--- src/rtl/dp_err_pkg.sv ---
package dp_err_pkg;

    typedef enum logic [0:0] {
        ALM_WATCH   = 1'b0,
        ALM_TRIPPED = 1'b1
    } alm_state_e;

    // Column-major placement of matrix bytes inside a flat state vector
    function automatic int cell_index(input int row, input int col, input int rows);
        return col * rows + row;
    endfunction

endpackage

--- src/rtl/dp_err_syndrome.sv ---
module dp_err_syndrome
    import dp_err_pkg::*;
#(
    parameter int ROWS   = 4,
    parameter int COLS   = 4,
    parameter int BYTE_W = 8
) (
    input  logic [ROWS*COLS*BYTE_W-1:0] orig_st,
    input  logic [ROWS*COLS*BYTE_W-1:0] dual_st,
    output logic [ROWS*COLS*BYTE_W-1:0] err_mat,
    output logic                        mismatch
);
    localparam int CELLS = ROWS * COLS;

    logic [CELLS-1:0][BYTE_W-1:0] synd;
    logic [ROWS-1:0][BYTE_W-1:0]  row_par;
    logic [COLS-1:0][BYTE_W-1:0]  col_par;

    for (genvar k = 0; k < CELLS; k++) begin : g_synd
        assign synd[k] = orig_st[k*BYTE_W +: BYTE_W] ^ ~dual_st[k*BYTE_W +: BYTE_W];
    end

    always_comb begin
        row_par = '0;
        col_par = '0;
        for (int r = 0; r < ROWS; r++) begin
            for (int c = 0; c < COLS; c++) begin
                row_par[r] = row_par[r] ^ synd[cell_index(r, c, ROWS)];
                col_par[c] = col_par[c] ^ synd[cell_index(r, c, ROWS)];
            end
        end
    end

    for (genvar r = 0; r < ROWS; r++) begin : g_row
        for (genvar c = 0; c < COLS; c++) begin : g_col
            assign err_mat[(c*ROWS+r)*BYTE_W +: BYTE_W] = row_par[r] ^ col_par[c];
        end
    end

    assign mismatch = |synd;

endmodule

--- src/rtl/dp_err_fold.sv ---
module dp_err_fold #(
    parameter int CELLS  = 16,
    parameter int BYTE_W = 8
) (
    input  logic [CELLS*BYTE_W-1:0] orig_st,
    input  logic [CELLS*BYTE_W-1:0] dual_st,
    input  logic [CELLS*BYTE_W-1:0] err_mat,
    output logic [CELLS*BYTE_W-1:0] orig_nx,
    output logic [CELLS*BYTE_W-1:0] dual_nx
);
    logic [CELLS*BYTE_W-1:0] err_rev;

    for (genvar k = 0; k < CELLS; k++) begin : g_cell
        for (genvar b = 0; b < BYTE_W; b++) begin : g_bit
            assign err_rev[k*BYTE_W + b] = err_mat[k*BYTE_W + (BYTE_W-1-b)];
        end
    end

    // True path takes the mask directly; complemented path takes the
    // complemented mask through XNOR, which keeps the pair aligned.
    assign orig_nx = orig_st ^ err_rev;
    assign dual_nx = dual_st ~^ ~err_rev;

endmodule

--- src/rtl/dp_err_spreader.sv ---
module dp_err_spreader
    import dp_err_pkg::*;
#(
    parameter int ROWS   = 4,
    parameter int COLS   = 4,
    parameter int BYTE_W = 8
) (
    input  logic                        clk,
    input  logic                        rst_n,
    input  logic                        in_valid,
    input  logic [ROWS*COLS*BYTE_W-1:0] orig_in,
    input  logic [ROWS*COLS*BYTE_W-1:0] dual_in,
    output logic                        out_valid,
    output logic [ROWS*COLS*BYTE_W-1:0] orig_out,
    output logic [ROWS*COLS*BYTE_W-1:0] dual_out,
    output logic                        alarm
);
    localparam int CELLS   = ROWS * COLS;
    localparam int STATE_W = CELLS * BYTE_W;

    logic [STATE_W-1:0] err_mat;
    logic [STATE_W-1:0] orig_nx;
    logic [STATE_W-1:0] dual_nx;
    logic               mismatch;
    alm_state_e         alm_q;
    alm_state_e         alm_d;

    dp_err_syndrome #(.ROWS(ROWS), .COLS(COLS), .BYTE_W(BYTE_W)) syn_i (
        .orig_st  (orig_in),
        .dual_st  (dual_in),
        .err_mat  (err_mat),
        .mismatch (mismatch)
    );

    dp_err_fold #(.CELLS(CELLS), .BYTE_W(BYTE_W)) fold_i (
        .orig_st (orig_in),
        .dual_st (dual_in),
        .err_mat (err_mat),
        .orig_nx (orig_nx),
        .dual_nx (dual_nx)
    );

    // Alarm machine: state register
    always_ff @(posedge clk or negedge rst_n) begin
        if (!rst_n) alm_q <= ALM_WATCH;
        else        alm_q <= alm_d;
    end

    // Alarm machine: transitions
    always_comb begin
        alm_d = alm_q;
        unique case (alm_q)
            ALM_WATCH:   if (in_valid && mismatch) alm_d = ALM_TRIPPED;
            ALM_TRIPPED: alm_d = ALM_TRIPPED;
        endcase
    end

    // Alarm machine: outputs
    always_comb begin
        alarm = (alm_q == ALM_TRIPPED);
    end

    // State registers for both paths
    always_ff @(posedge clk or negedge rst_n) begin
        if (!rst_n) begin
            out_valid <= 1'b0;
            orig_out  <= '0;
            dual_out  <= '1;
        end else begin
            out_valid <= in_valid;
            if (in_valid) begin
                orig_out <= orig_nx;
                dual_out <= dual_nx;
            end
        end
    end

endmodule


--- config.mk ---
export PLATFORM = sky130hd
export DESIGN_NAME = dp_err_spreader
export DESIGN_NICKNAME = d
export VERILOG_FILES = /design/src/rtl/dp_err_pkg.sv /design/src/rtl/dp_err_syndrome.sv /design/src/rtl/dp_err_fold.sv /design/src/rtl/dp_err_spreader.sv
export SDC_FILE = /design/constraint.sdc
export NUM_CORES = 1
export LEC_CHECK = 0
export BUFFER_PORTS_ARGS = -buffer_cell sky130_fd_sc_hd__buf_4
export CAP_MARGIN = 10
export CORE_MARGIN = 2
export CORE_UTILIZATION = 45
export CTS_BUF_LIST = sky130_fd_sc_hd__clkbuf_16
export DETAILED_ROUTE_END_ITERATION = 16
export PLACE_DENSITY = 0.8
export SLEW_MARGIN = 20
export SYNTH_ARGS = -nofsm -noshare
export SYNTH_HDL_FRONTEND = slang
export SYNTH_HIERARCHICAL = 1
export SYNTH_SLANG_ARGS = --single-unit
--- constraint.sdc ---
create_clock -name clk -period 0.8 [get_ports clk]
set_clock_uncertainty 0.1 [all_clocks]
set_input_delay 0.08 -clock clk [delete_from_list [all_inputs] [get_ports clk]]
set_output_delay 0.08 -clock clk [all_outputs]
set_load 0.01 [all_outputs]
==> impl_results.md, run 1 <==
- Status: aborted with a tool error
- Last stage reached: clock tree synthesis (4_1_cts)
- Tool error: [ERROR DPL-0033] detailed placement checks failed during check placement.
- Starting density of the core: 0.458
- Cts repair resizes: 1114
- Mean Syn Cell Area: 14.3 um^2
- DIE WIDTH: 208 um
- Die H: 208 um
- Root buf cell: clkbuf_16
- Mapped Cells: 1312
- YS warnings: 6
- Asr flop ratio synth: 1.00
- Complex-gate fraction of the synthesized area: 0.000399
- Hold-fix buffers, CTS: 35
- Count leader, synth: xor2_1
- Prevailing post-synth register cell: dfrtp_1
- Syn_nets: 1571
- Routability cong.: 0.891
- Post-synth cell types: 17
- Count of state elements after synthesis: 258
- Post-synthesis mux area share: 0.199
- IO Pins: 517
- Number of port buffers: 516
- Register area share after synthesis: 0.352
- Adder-Cell Fraction of Synth Area: 0
- EDFF count, synth: 0
- Synth Area in Simple Gates: 0.0142
- DP HPWL: 54900 um
- Largest family of logic cells by synthesized area: XOR/XNOR gates
- Synthesized cell area: 0.0188 mm^2
- Site Rows: 74
- Synth top cells by count: xor2_1 (321), mux2_4 (229), xnor2_1 (214)
- Yosys top cell by area: mux2_4
- Clock Path Buffers: 3
- Total CTS buffers: 30
- XOR/XNOR share of the synthesized area: 0.415
- Setup bufs post-CTS: 254
- H-tree levels: 1
- Clock sink total: 258
- Post-synth top area share: 0.183
- Synth area leaders: mux2_4 (18%), dfstp_2 (18%), dfrtp_1 (17%)
-- through the flow --
step                setup WS, ns  hold slack (ns)  instance area, um^2  std cells  utilization
detailed placement         -1.38           -0.228                29600       2914        0.721
global placement           -1.39           -0.228                29600       2914        0.721
floorplan                 -0.705           -0.316                20700       1312            -
-- cell families after synthesis --
family,after synthesis
simple gates,43
xor+xnor,725
compound gates,1
flops,258
buf+inv,29
mux,256
==> run 2: changes to the inputs <==
- CORE_UTILIZATION: 45 -> 30
- CTS_BUF_LIST: sky130_fd_sc_hd__clkbuf_16 -> default
- PLACE_DENSITY: 0.8 -> default
- PLACE_DENSITY_LB_ADDON: default -> 0.15
- clock period: 0.8 -> 1 ns (I/O delays scaled with it)
==> impl_results.md, run 2 <==
- Register area share after synthesis: 0.352
- Crit path arrival time: 1.81 ns
- Setup Viol. Count Final: 515
- Fraction of layout cells with a size suffix above 1: 0.757
- Pleak: 18.6 nW
- Tot GR Track Use: 0.239
- Failing checks: hold timing, setup timing
- # nets final: 3050
- Slowest-stage cell, CP: xnor2_4
- Finished Core Util: 0.678
- DIE WIDTH: 254 um
- Via count: 15645
- Largest net degree at the start of global routing: 57
- Routability cong.: 0.858
- R2R Setup Slk: -0.16 ns
- Slew Limit Fails: 0
- YS warnings: 6
- Antenna viol nets, final: 0
- Number of port buffers: 516
- Gr ovfl total: 0
- Crit-path max cell delay: 0.34 ns
- Synth area leaders: mux2_4 (18%), dfstp_2 (18%), dfrtp_1 (17%)
- Post-synth cell types: 17
- Hold crit path type: in2reg
- Crit Path Category: in2reg
- Mean Syn Cell Area: 14.3 um^2
- Critical Path RT: 1.32 ns
- Pwr Total: 0.115 W
- DP Cell Count: 3101
- Hold Vio Cnt, Final: 10
- Worst-Skew Late Latency: 0.53 ns
- Die H: 254 um
- Root buf cell: clkbuf_16
- Most common cell after layout, fill and taps aside: buf_4
- Synthesized cell area: 0.0188 mm^2
- Count leader, synth: xor2_1
- Via/cell ratio: 4.28
- Die footprint: 0.0647 mm^2
- Hold_ws: -0.00794 ns
- Status: finished with violations
- Total CTS buffers: 36
- Rel. slew slack: 0.687
- Initial antenna violation count: 5
- Crit share post-route: 1.49
- Crit path cell chain: buf_8, xnor2_4, xnor2_4, xnor2_4, buf_12, buf_8, xnor2_4, xor2_1, mux2_4
- Post-synth top area share: 0.183
- Max-Cap Viols: 0
- H-tree levels: 2
- Clock sink total: 258
- Worst Tran Pin Value: 0.469 ns
- Vias in the first global route: 17342
- Max Fclk: 0.671 GHz
- Prevailing post-synth register cell: dfrtp_1
- WL/cell: 21.9 um
- CORE AREA: 0.0618 mm^2
- Clock Path Buffers: 3
- Clock Pin Slew Worst Setup and Hold Paths: 0.05 ns
- Register area: 0.00662 mm^2
- Pre-CTS WS: -1.33 ns
- IO Pins: 517
- Global-route wire length before repair: 113000 um
- Starting density of the core: 0.304
- Final WS setup: -0.491 ns
- RSZ-0062 raised after global routing: true
- Area Overhead vs Synth: 123%
- Asr flop ratio synth: 1.00
- Syn_nets: 1571
- 1st-iter DRT viols: 480
- # fillers: 4205
- Worst Setup Start Kind: input pin
- Synth top cells by count: xor2_1 (321), mux2_4 (229), xnor2_1 (214)
- First-pass DRT Iterations: 4
- Final non-filler cell total: 3658
- Count of state elements after synthesis: 258
- TritonCTS clock tree: done
- Area of the multi-input gates: 0.0180 mm^2
- Site Rows: 91
- EDFF count, synth: 0
- Largest regs: dual_out: 128 flops, orig_out: 128 flops
- Critical Path Fanout Max: 3
- DP HPWL: 57800 um
- Drt total wl: 80200 um
- DRC: 0
- Yosys top cell by area: mux2_4
- Most used cell, CP: xnor2_4
- Power per cell area: 2740 mW/mm^2
- Fin crit period: 1.49 ns
- Commonest non-fill, non-tap cells in the layout: buf_4 (579), buf_6 (482), xnor2_4 (296), dlygate4sd3_1 (251), mux2_4 (250)
- Endpoint class of the critical path: register
- Mapped Cells: 1312
- Max IR drop VDD: 0.00152 V
run 2: kinds of logic (layout without fill, tap and decap cells):
group           count (synthesis)  in the layout  synth area share
compound gates                  1              1          0.000400
xor+xnor                      725            725             0.415
buf+inv                        29           1533            0.0194
flops                         258            258             0.352
mux                           256            256             0.199
other cells                     0              5                 0
simple gates                   43             43            0.0142
run 2: report_power, final:
group          total, W  internal, W  switching [W]
clock            0.0130      0.00789        0.00513
combinational    0.0792       0.0482         0.0309
sequential       0.0226       0.0180        0.00459
run 2: area by class of cell:
class | instances | area share
Timing Repair Buffer | 1470 | 0.359
Antenna cell | 5 | 0.000299
Tap cell | 837 | 0.0250
Sequential cell | 258 | 0.158
Clock inverter | 6 | 0.00197
Multi-Input combinational cell | 1025 | 0.430
Clock buffer | 57 | 0.0258
run 2: worst max-delay path: cells and delay by family:
kind	cells	cell delay, ns
xor gates and xnor gates	5	1.06
buffers and inverters	3	0.38
muxes	1	0.26
run 2: worst paths after layout:
| kind | start | endpoint | cells after the start |
|---|---|---|---|
| setup / recovery | dual_in[66] | orig_out[69]$_DFFE_PN0P_ | 9 |
| hold / removal | in_valid | orig_out[113]$_DFFE_PN0P_ | 3 |
| setup reg to reg | orig_out[75]$_DFFE_PN0P_ | orig_out[75]$_DFFE_PN0P_ | 3 |
| hold reg to reg | alarm$_DFF_PN0_ | alarm$_DFF_PN0_ | 1 |
| max in group asynchronous | rst_n | orig_out[21]$_DFFE_PN0P_ | 3 |
| min in group asynchronous | rst_n | dual_out[13]$_DFFE_PN1P_ | 2 |
run 2: what timing repair did:
| item | in CTS | in global routing |
|---|---|---|
| endpoints found under the setup margin | 515 | 520 |
| pin swaps | 349 | 342 |
| cloned | 0 | 0 |
| hold buffers | 251 | 1 |
| endpoints found under the hold margin | 509 | 18 |
| gates resized for setup | 754 | 374 |
| setup buffers | 152 | 159 |
run 2: per-layer routing:
layer | vias up | track usage | routed length [um]
met3 | 134 | 0.0419 | 3780
li1 | 7255 | - | -
met1 | 7853 | 0.325 | 34400
met2 | 403 | 0.377 | 38700
met4 | 0 | 0.0965 | 3310
met5 | - | 0 | 0
run 2: through the flow:
step                cell area [um^2]  setup TNS, ns
CTS                            38500        -174.84
global placement               29000        -264.86
global route                   41900        -191.17
detailed placement             29000        -266.00
finish                         41900        -175.22
floorplan                      20700        -123.73
Note: power is estimated with default switching activity, not from simulation.
==> run 3: changes to the inputs <==
- clock period: 1 -> 1.7 ns (I/O delays scaled with it)
==> impl_results.md, run 3 (same netlist as run 2, synthesis figures left out) <==
- Status: finished clean
- Routability cong.: 0.853
- Initial antenna violation count: 5
- Clock Path Buffers: 3
- DP HPWL: 56800 um
- Starting density of the core: 0.304
- First-pass DRT Iterations: 5
- Max IR drop VDD: 0.000970 V
- Critical Path RT: 2.01 ns
- # fillers: 5738
- Fraction of layout cells with a size suffix above 1: 0.685
- Die H: 254 um
- DIE WIDTH: 254 um
- IO Pins: 517
- Via/cell ratio: 4.21
- Number of port buffers: 516
- TritonCTS clock tree: done
- RSZ-0062 raised after global routing: true
- Top Family by Delay on Critical Path: XOR/XNOR gates
- Crit-path max cell delay: 0.43 ns
- Drt total wl: 69000 um
- Slew Limit Fails: 0
- Hold_ws: 0.0384 ns
- Total CTS buffers: 36
- Power per cell area: 1750 mW/mm^2
- 1st-iter DRT viols: 465
- Register area: 0.00662 mm^2
- WL/cell: 21.2 um
- Endpoint class of the critical path: register
- Most common cell after layout, fill and taps aside: buf_4
- Clock Pin Slew Worst Setup and Hold Paths: 0.05 ns
- Hold Vio Cnt, Final: 0
- Tot GR Track Use: 0.211
- Crit path cell chain: buf_4, xnor2_2, xnor2_1, xnor2_2, xnor2_1, xor2_1, mux2_4
- Area of the multi-input gates: 0.0120 mm^2
- Gr ovfl total: 0
- Site Rows: 91
- Slowest-stage cell, CP: xnor2_2
- Max Fclk: 0.600 GHz
- Crit share post-route: 0.980
- CORE AREA: 0.0618 mm^2
- Hold crit path type: in2async
- Final WS setup: 0.0341 ns
- DRC: 0
- Crit Path Category: in2reg
- Worst Tran Pin Value: 0.571 ns
- Pre-CTS WS: -0.746 ns
- Die footprint: 0.0647 mm^2
- Rel. slew slack: 0.616
- Root buf cell: clkbuf_16
- Fin crit period: 1.67 ns
- Commonest non-fill, non-tap cells in the layout: buf_4 (1007), xor2_1 (320), mux2_4 (229), xnor2_1 (209), xnor2_2 (157)
- Largest net degree at the start of global routing: 52
- Worst-Skew Late Latency: 0.53 ns
- Vias in the first global route: 15367
- Crit path arrival time: 1.98 ns
- Worst Setup Start Kind: input pin
- H-tree levels: 2
- Global-route wire length before repair: 99700 um
- Area Overhead vs Synth: 56.1%
- Max-Cap Viols: 0
- Setup Viol. Count Final: 0
- # nets final: 2656
- Worst path buffer plus inverter count: 1
- Clock sink total: 258
- Antenna viol nets, final: 0
- Critical Path Fanout Max: 4
- Largest regs: dual_out: 128 flops, orig_out: 128 flops
- Via count: 13715
- Pleak: 14.0 nW
[run 3: cell count changes in the layout (fill, tap and decap cells not counted), moves of 58 or more]
cell           delta
dlygate4sd3_1   -202
xnor2_1         +200
buf_12           -58
xor2_1           +72
buf_6           -482
xnor2_4         -279
buf_8            -79
buf_4           +428
xnor2_2          +79
[run 3: area by class of cell]
class | instances | share of cell area
diodes | 1 | 0.0000853
clock buffers | 60 | 0.0379
clock inverters | 4 | 0.00239
multi-input cells | 1025 | 0.411
flip-flops and latches | 258 | 0.226
well taps | 837 | 0.0357
repair buffers | 1076 | 0.288
[run 3: repair_timing]
action | 4_1_cts | 5_1_grt
endpoints found under the hold margin | 212 | 0
pin swaps | 5 | 4
hold buffers | 49 | 0
gates resized for setup | 6 | 16
buffers inserted | 5 | 3
endpoints found under the setup margin | 26 | 27
[run 3: metrics by stage]
step	setup TNS (ns)	util	power (W)	area, um^2	std cells
finish	0	0.474	0.0513	29300	3261
global route	-0.00992	0.474	0.0543	29300	3260
CTS	0	0.471	0.0520	29100	3257
detailed placement	-119.84	0.443	0.0436	27400	3139
global placement	-119.42	0.443	0.0432	27400	3139
floorplan	0	-	0.0296	18800	1312
[run 3: worst paths after layout]
| path | end | cells past startpoint | slack (ns) | start |
|---|---|---|---|---|
| max reg2reg | orig_out[25]$_DFFE_PN0P_ | 1 | 0.78 | orig_out[25]$_DFFE_PN0P_ |
| min in group clk | dual_out[63]$_DFFE_PN1P_ | 4 | 0.04 | dual_in[63] |
| max | orig_out[48]$_DFFE_PN0P_ | 7 | 0.03 | orig_in[119] |
| min reg2reg | alarm$_DFF_PN0_ | 1 | 0.36 | alarm$_DFF_PN0_ |
| max in group asynchronous | dual_out[118]$_DFFE_PN1P_ | 3 | 0.68 | rst_n |
| min | orig_out[92]$_DFFE_PN0P_ | 2 | 0.04 | rst_n |
[run 3: power breakdown]
part / switching (W) / total (W) / internal, W
Combinational: 0.0131 / 0.0310 / 0.0179
Sequential: 0.00204 / 0.0126 / 0.0106
Clock: 0.00295 / 0.00768 / 0.00474
Total: 0.0180 / 0.0513 / 0.0333
[run 3: metal layers]
metal / track usage / vias up / part of all wire
met2: 0.404 / 354 / 0.54
li1: - / 6486 / -
met3: 0.0561 / 101 / 0.067
met1: 0.224 / 6764 / 0.36
met4: 0.0615 / 10 / 0.029
met5: 0 / - / 0.00085
